--- src/rtl/rowScanPkg.sv ---
package rowScanPkg;

  typedef enum logic [1:0] {
    PH_SHIFT = 2'd0,
    PH_LATCH = 2'd1,
    PH_SCAN  = 2'd2
  } scanPhase_t;

  typedef struct packed {
    logic loadPixels;
    logic scanOn;
  } scanStrobes_t;

endpackage

--- src/rtl/rowScanCtrl.sv ---
module rowScanCtrl
  import rowScanPkg::*;
#(
  parameter int NUM_ROWS   = 8,
  parameter int LEVEL_BITS = 4,
  parameter int TICK_DIV   = 3,
  localparam int ROW_W     = (NUM_ROWS > 1) ? $clog2(NUM_ROWS) : 1
) (
  input  logic                  clk,
  input  logic                  rstN,
  output scanStrobes_t          strobes,
  output logic [LEVEL_BITS-1:0] tick,
  output logic [ROW_W-1:0]      rowIdx,
  output logic                  srData,
  output logic                  srClk,
  output logic                  srLatch,
  output logic                  frameEnd
);

  localparam int NUM_TICKS = (1 << LEVEL_BITS) - 1;
  localparam int DIV_W     = (TICK_DIV > 1) ? $clog2(TICK_DIV) : 1;
  localparam logic [ROW_W-1:0]      LAST_ROW  = ROW_W'(NUM_ROWS - 1);
  localparam logic [LEVEL_BITS-1:0] LAST_TICK = LEVEL_BITS'(NUM_TICKS - 1);
  localparam logic [DIV_W-1:0]      LAST_DIV  = DIV_W'(TICK_DIV - 1);

  scanPhase_t       phase;
  logic [ROW_W-1:0] bitIdx;
  logic             clkHigh;
  logic [DIV_W-1:0] divCnt;
  logic             tickDone;
  logic             slotDone;

  assign tickDone = (divCnt == LAST_DIV);
  assign slotDone = tickDone && (tick == LAST_TICK);

  always_ff @(posedge clk) begin
    if (!rstN) begin
      phase   <= PH_SHIFT;
      bitIdx  <= '0;
      clkHigh <= 1'b0;
      divCnt  <= '0;
      tick    <= '0;
      rowIdx  <= '0;
    end else begin
      unique case (phase)
        PH_SHIFT: begin
          clkHigh <= ~clkHigh;
          if (clkHigh) begin
            if (bitIdx == LAST_ROW) begin
              bitIdx <= '0;
              phase  <= PH_LATCH;
            end else begin
              bitIdx <= bitIdx + 1'b1;
            end
          end
        end
        PH_LATCH: begin
          phase  <= PH_SCAN;
          divCnt <= '0;
          tick   <= '0;
        end
        PH_SCAN: begin
          if (tickDone) begin
            divCnt <= '0;
            if (tick == LAST_TICK) begin
              tick   <= '0;
              phase  <= PH_SHIFT;
              rowIdx <= (rowIdx == LAST_ROW) ? '0 : rowIdx + 1'b1;
            end else begin
              tick <= tick + 1'b1;
            end
          end else begin
            divCnt <= divCnt + 1'b1;
          end
        end
        default: phase <= PH_SHIFT;
      endcase
    end
  end

  // Highest-row bit leaves first so the far end of the register holds it.
  assign srData   = (phase == PH_SHIFT) && (rowIdx == (LAST_ROW - bitIdx));
  assign srClk    = (phase == PH_SHIFT) && clkHigh;
  assign srLatch  = (phase == PH_LATCH);
  assign frameEnd = (phase == PH_SCAN) && slotDone && (rowIdx == LAST_ROW);

  assign strobes.loadPixels = (phase == PH_LATCH);
  assign strobes.scanOn     = (phase == PH_SCAN);

endmodule

--- src/rtl/rowScanData.sv ---
module rowScanData
  import rowScanPkg::*;
#(
  parameter int NUM_COLS   = 8,
  parameter int LEVEL_BITS = 4
) (
  input  logic                           clk,
  input  logic                           rstN,
  input  scanStrobes_t                   strobes,
  input  logic [LEVEL_BITS-1:0]          tick,
  input  logic [NUM_COLS*LEVEL_BITS-1:0] rowData,
  output logic [NUM_COLS-1:0]            colEn
);

  generate
    for (genvar c = 0; c < NUM_COLS; c++) begin : gCol
      logic [LEVEL_BITS-1:0] level;

      always_ff @(posedge clk) begin
        if (!rstN) begin
          level <= '0;
        end else if (strobes.loadPixels) begin
          level <= rowData[c*LEVEL_BITS +: LEVEL_BITS];
        end
      end

      assign colEn[c] = strobes.scanOn && (tick < level);
    end
  endgenerate

endmodule

--- src/rtl/rowScanPwm.sv ---
module rowScanPwm
  import rowScanPkg::*;
#(
  parameter int NUM_ROWS   = 8,
  parameter int NUM_COLS   = 8,
  parameter int LEVEL_BITS = 4,
  parameter int TICK_DIV   = 3,
  localparam int ROW_W     = (NUM_ROWS > 1) ? $clog2(NUM_ROWS) : 1
) (
  input  logic                           clk,
  input  logic                           rstN,
  output logic [ROW_W-1:0]               fbRowAddr,
  input  logic [NUM_COLS*LEVEL_BITS-1:0] fbRowData,
  output logic [NUM_COLS-1:0]            colEn,
  output logic                           srData,
  output logic                           srClk,
  output logic                           srLatch,
  output logic                           frameEnd
);

  scanStrobes_t          strobes;
  logic [LEVEL_BITS-1:0] tick;

  rowScanCtrl #(
    .NUM_ROWS  (NUM_ROWS),
    .LEVEL_BITS(LEVEL_BITS),
    .TICK_DIV  (TICK_DIV)
  ) ctrl (
    .clk     (clk),
    .rstN    (rstN),
    .strobes (strobes),
    .tick    (tick),
    .rowIdx  (fbRowAddr),
    .srData  (srData),
    .srClk   (srClk),
    .srLatch (srLatch),
    .frameEnd(frameEnd)
  );

  rowScanData #(
    .NUM_COLS  (NUM_COLS),
    .LEVEL_BITS(LEVEL_BITS)
  ) data (
    .clk    (clk),
    .rstN   (rstN),
    .strobes(strobes),
    .tick   (tick),
    .rowData(fbRowData),
    .colEn  (colEn)
  );

endmodule

--- config.mk ---
export PLATFORM = sky130hd
export DESIGN_NAME = rowScanPwm
export DESIGN_NICKNAME = d
export VERILOG_FILES = /design/src/rtl/rowScanPkg.sv /design/src/rtl/rowScanCtrl.sv /design/src/rtl/rowScanData.sv /design/src/rtl/rowScanPwm.sv
export SDC_FILE = /design/constraint.sdc
export NUM_CORES = 1
export LEC_CHECK = 0
export BUFFER_PORTS_ARGS = -buffer_cell sky130_fd_sc_hd__buf_2
export CAP_MARGIN = 20
export CORE_UTILIZATION = 40
export DETAILED_ROUTE_END_ITERATION = 16
export RECOVER_POWER = 25
export SLEW_MARGIN = 5
export SYNTH_ARGS = -nofsm -noshare
export SYNTH_HDL_FRONTEND = slang
export SYNTH_SLANG_ARGS = --single-unit
export TNS_END_PERCENT = 1
--- constraint.sdc ---
create_clock -name clk -period 1.6 [get_ports clk]
set_input_delay 0.16 -clock clk [delete_from_list [all_inputs] [get_ports clk]]
set_output_delay 0.16 -clock clk [all_outputs]
set_load 0.05 [all_outputs]
Yosys cells after proc, flatten, opt, wreduce, memory -nomap -nowiden
Index checks and enable logic that the tools add are counted.

Bits in registers: 47. Input bits: 34. Output and inout bits: 15.

Add/subtract/negate cells: 5. Magnitude comparators: 8. Eq/ne operators: 11. Mux-type cells: 12. Bitwise gates (word level): 1. Reduce and logical (&&, ||, !) cells: 19.

Operators with widths (count): < comparator 4 bit (8); logical AND 1 bit (13); 2-to-1 mux 2 bit (5); 2-to-1 mux 4 bit (2); one-hot mux 4 bit (2 select lines) (1); adder 3 x 1 -> 3 bit (second input constant) (2); == test 3 bit (second input constant) (2); 2-to-1 mux 3 bit (2); one-hot mux 2 bit (3 select lines) (1); adder 4 x 1 -> 4 bit (second input constant) (1); == test 2 bit (second input constant) (2); == test 4 bit (second input constant) (1); != test 2 x 1 -> 1 bit (second input constant) (2); != test 2 bit (second input constant) (2); one-hot mux 2 bit (2 select lines) (1); AND reduction 2 bit (2); AND reduction 4 bit (1); == test 3 bit (1); AND reduction 3 bit (1); subtractor 3 bit (first input constant) (1); adder 2 x 1 -> 2 bit (second input constant) (1); == test 2 x 1 -> 1 bit (second input constant) (1); logical NOT 2 bit (1); nonzero test 2 bit (1); NOT 1 bit (1).

Logic depth before layout (Yosys ltp)
Depth after elaboration: 4. Mapped depth: 7. Mapped depth without buffers: 6.

By module
A second synthesis with hierarchy kept.

Cell total of the unflattened synthesis: 300. Area total of the unflattened synthesis: 2803.9 sq um.

By module, submodules not included: rowScanData (times used 1, cells an instance 207, area an instance 1944.4 sq um); rowScanCtrl (times used 1, cells an instance 93, area an instance 859.6 sq um).

Worst setup path after synthesis
Ideal clock, no wire load.

Path kind: reg-to-output. Start: register ctrl.tick[1]. End: output port colEn[0]. Arrival time: 2.306 ns. Data required time: 1.440 ns. Path slack: -0.866 ns. Stages on the path, launching flop included: 5. Path buffers: 0. Cell sequence: dfxtp_1 ha_1 a21o_1 a21o_1 a211oi_1.

Cells in the longest elaborated chain, start to end: 2.

Ends and longest elaborated chain: from (decl) (RTL line rowScanCtrl.sv:12) `output logic [LEVEL_BITS-1:0] tick,`; from (signal assigned) (RTL line rowScanCtrl.sv:70) `tick <= tick + 1'b1;`; < comparator 4 bit (RTL line rowScanData.sv:27) `assign colEn[c] = strobes.scanOn && (tick < level);`; logical AND 1 bit (RTL line rowScanData.sv:27); to (decl) (RTL line rowScanPwm.sv:14) `output logic [NUM_COLS-1:0] colEn,`.

No other way between the ends.

Worst setup path after layout
Start: register ctrl.tick[1]. End: output port colEn[1].

Same word-level chain as after synthesis.

==> flow_metrics.tcl <==
set metrics [dict create \
    synth_fp_nets 345 \
    finalCriticalPeriod_ps 1920 \
    numCtsBuffers 5 \
    slowest_stage "dfxtp_4" \
    yosys.area.top_type "dfxtp_1" \
    syn_inst 278 \
    synth_top_area_share_pct 34.7 \
    core_area_um2 6460 \
    regToRegEndpoint "ctrl.phase[1]" \
    holdPathEnd "data.gCol[4].level[3]" \
    p_leak_nw 1.27 \
    syn_area_um2 2710 \
    synth_area_per_cell_um2 9.74 \
    cts_tree "done" \
    period_share_pct 120 \
    start_util_pct 41.9 \
    dp_hpwl_um 3860 \
    final_nets 405 \
    area_delta_synth_final_pct 26.4 \
    synth-edff-count 0 \
    synth_area_leaders "dfxtp_1, ha_1, mux2i_1, nor2b_1, a21o_1" \
    vias_per_cell 4.77 \
    drive_above_1_share_pct 26.5 \
    end_kind "output port" \
    synthArstFlopShare_pct 0 \
    crit_type "reg2out" \
    routabilityCongestion 0.709 \
    diodes 0 \
    tns_ps -2830 \
    worstPathRequired_ps 1440 \
    violations "design-rule violations, negative setup slack" \
    io_pins 49 \
    hp-start "fbRowData[19]" \
    reg2reg_from "ctrl.tick[1]" \
    clk_latency_ps 300 \
    drt-initial-drc-count 56 \
    cp.arrival_ps 1760 \
    die_w_um 84.3 \
    slew_headroom_pct 60.6 \
    die_area_um2 7100 \
    ant_nets 0 \
    track_usage_pct 15.7 \
    skew_ps 9.90 \
    grt_start_max_net_pins 21 \
    clk_path_buf_depth 2 \
    fmax_ghz 0.522 \
    grt_overflow 0 \
    path_cells "ha_1 > a21o_1 > a21o_1 > a211oi_4 > buf_6" \
    grt_pass1_wl_um 8860 \
    synth_cell_types 39 \
    avgRoutedWirePerCell_um 12.6 \
    worst_slew_pin_slew_ps 594 \
    cp_common_cell "a21o_1" \
    hold_depth 3 \
    die_y_um 84.3 \
    crit_fanout 9 \
    grt_pass1_vias 1909 \
    numPortBuffers 48 \
    ys_seq_elements 47 \
    ir_worst_vdd_v 0.000481 \
    p_per_area_nw_per_um2 668 \
    final_core_util_pct 53.0 \
    vias 1985 \
    slew_violations 0 \
    antenna_found_initial 0 \
    finalSetupViolCount 11 \
    setup_ws_ps -315 \
    clock-sinks 47 \
    clk_pin_slew_ps 100 \
    route.detailed.drc 2 \
    drt_pass1_iterations 10 \
    instances_no_fill 416 \
    status "complete, but fails checks" \
    cpPeakStageDelay_ps 400 \
    drv_cap 0 \
    fp-row-count 29 \
    yosysSeqAreaShare_pct 34.7 \
    yosys_most_used_dff "dfxtp_1" \
    rrSetupSlack_ps 60 \
    rr_worst_depth 6 \
    dp_cells 408 \
    cp-start-kind "register" \
    holdCritPathClass "in2reg" \
    hold_viol 0 \
    grt_setup_unrepaired "yes" \
    yosys_warnings 0 \
    cts_hold_buf 0 \
    routed_wl_um 5230 \
    root_buffer "clkbuf_8" \
    h-tree-depth 2 \
]
-- worst max-delay path by stage --
stage                         from  endpoint  slack [ps]  cells after the start
floorplan           ctrl.rowIdx[0]    srData        -110                      3
global placement      ctrl.tick[1]  colEn[3]        -120                      5
detailed placement    ctrl.tick[1]  colEn[3]        -130                      5
CTS                   ctrl.tick[1]  colEn[1]        -330                      5
global route          ctrl.tick[1]  colEn[3]        -390                      5
finish                ctrl.tick[1]  colEn[1]        -320                      5
-- layout by cell type (no fill, tap or decap), types with 2 or more instances in the layout --
cell type / n
dfxtp_1: 45
mux2i_1: 36
nor2b_1: 36
buf_2: 34
ha_1: 32
inv_1: 28
a21o_1: 16
buf_4: 12
nand2_1: 11
buf_6: 11
nand2b_1: 9
a211oi_4: 8
clkbuf_8: 6
and2_1: 5
nor2_1: 5
a21boi_0: 3
o21ai_0: 3
clkbuf_1: 3
buf_12: 3
inv_2: 2
xnor2_1: 2
xor2_1: 2
nor3_2: 2
nor3_1: 2
a21oi_1: 2
nand3_1: 2
-- cells by family after synthesis --
family	synth area share (%)
XOR/XNOR	1.29
buffers and inverters	6.19
adder cells (fa/ha/maj)	15.2
AO/OA/AOI/OAI	12.0
AND/OR/NAND/NOR	17.2
flip-flops	34.7
multiplexers	13.3
-- final cells by class --
| cell class | instances | area [um2] |
|---|---|---|
| well taps | 77 | 96.3 |
| multi-input cells | 191 | 1700 |
| clock buffers | 6 | 82.6 |
| clock inverters | 2 | 35.0 |
| inverters | 30 | 113 |
| fillers | 636 | 3030 |
| repair buffers | 63 | 455 |
| flip-flops and latches | 47 | 946 |
-- synthesized netlist by cell type (all sizes together), types with 5 or more instances --
cell type  number
inv            30
a211oi          8
nand2b          9
mux2i          36
nor2            6
and2            5
nor2b          36
a21o           17
dfxtp          47
ha             33
buf             5
nand2          12
clkbuf          5
-- state kept, by name (all words and copies together) (netlist names) --
| register | cells |
|---|---|
| data.gCol.level | 32 |
| ctrl.rowIdx | 3 |
| ctrl.bitIdx | 3 |
| ctrl.divCnt | 2 |
| ctrl.phase | 2 |
| ctrl.tick | 4 |
| ctrl.clkHigh | 1 |
-- where the power goes --
part	total [W]	switching (W)	leakage, nW	internal (W)
logic	0.000177	0.0000836	0.825	0.0000929
clock network	0.000918	0.000411	0.0612	0.000506
registers	0.00119	0.0000111	0.380	0.00118
-- critical path: cells and delay by family, from the launching register on --
kind	cells	cell delay, ps
AOI/OAI and AO/OA	3	560
DFF	1	400
adders and majority gates	1	300
buffers and inverters	1	190
-- what timing repair did --
action,CTS,global route
endpoints found under the setup margin,15,18
buffers inserted,0,0
gates resized for setup,26,9
-- per-layer routing --
| metal | part of all wire (%) | global-route usage (%) | wire [um] | vias up |
|---|---|---|---|---|
| met5 | 0 | 0 | 0 | - |
| met4 | 0.92 | 4.23 | 48 | 0 |
| met3 | 3.6 | 3.54 | 187 | 4 |
| met2 | 48 | 27.4 | 2490 | 35 |
| met1 | 48 | 19.5 | 2500 | 901 |
| li1 | - | - | - | 1045 |
-- through the flow --
step | hold WS (ps) | area, um2 | total power [W] | setup slack (ps)
floorplan | 329 | 2780 | 0.00133 | -109
global placement | 418 | 3230 | 0.00140 | -118
detailed placement | 427 | 3230 | 0.00140 | -132
CTS | 102 | 3430 | 0.00233 | -334
global route | 105 | 3420 | 0.00237 | -385
finish | 108 | 3420 | 0.00229 | -315
Power figures use the tool's default switching activity.
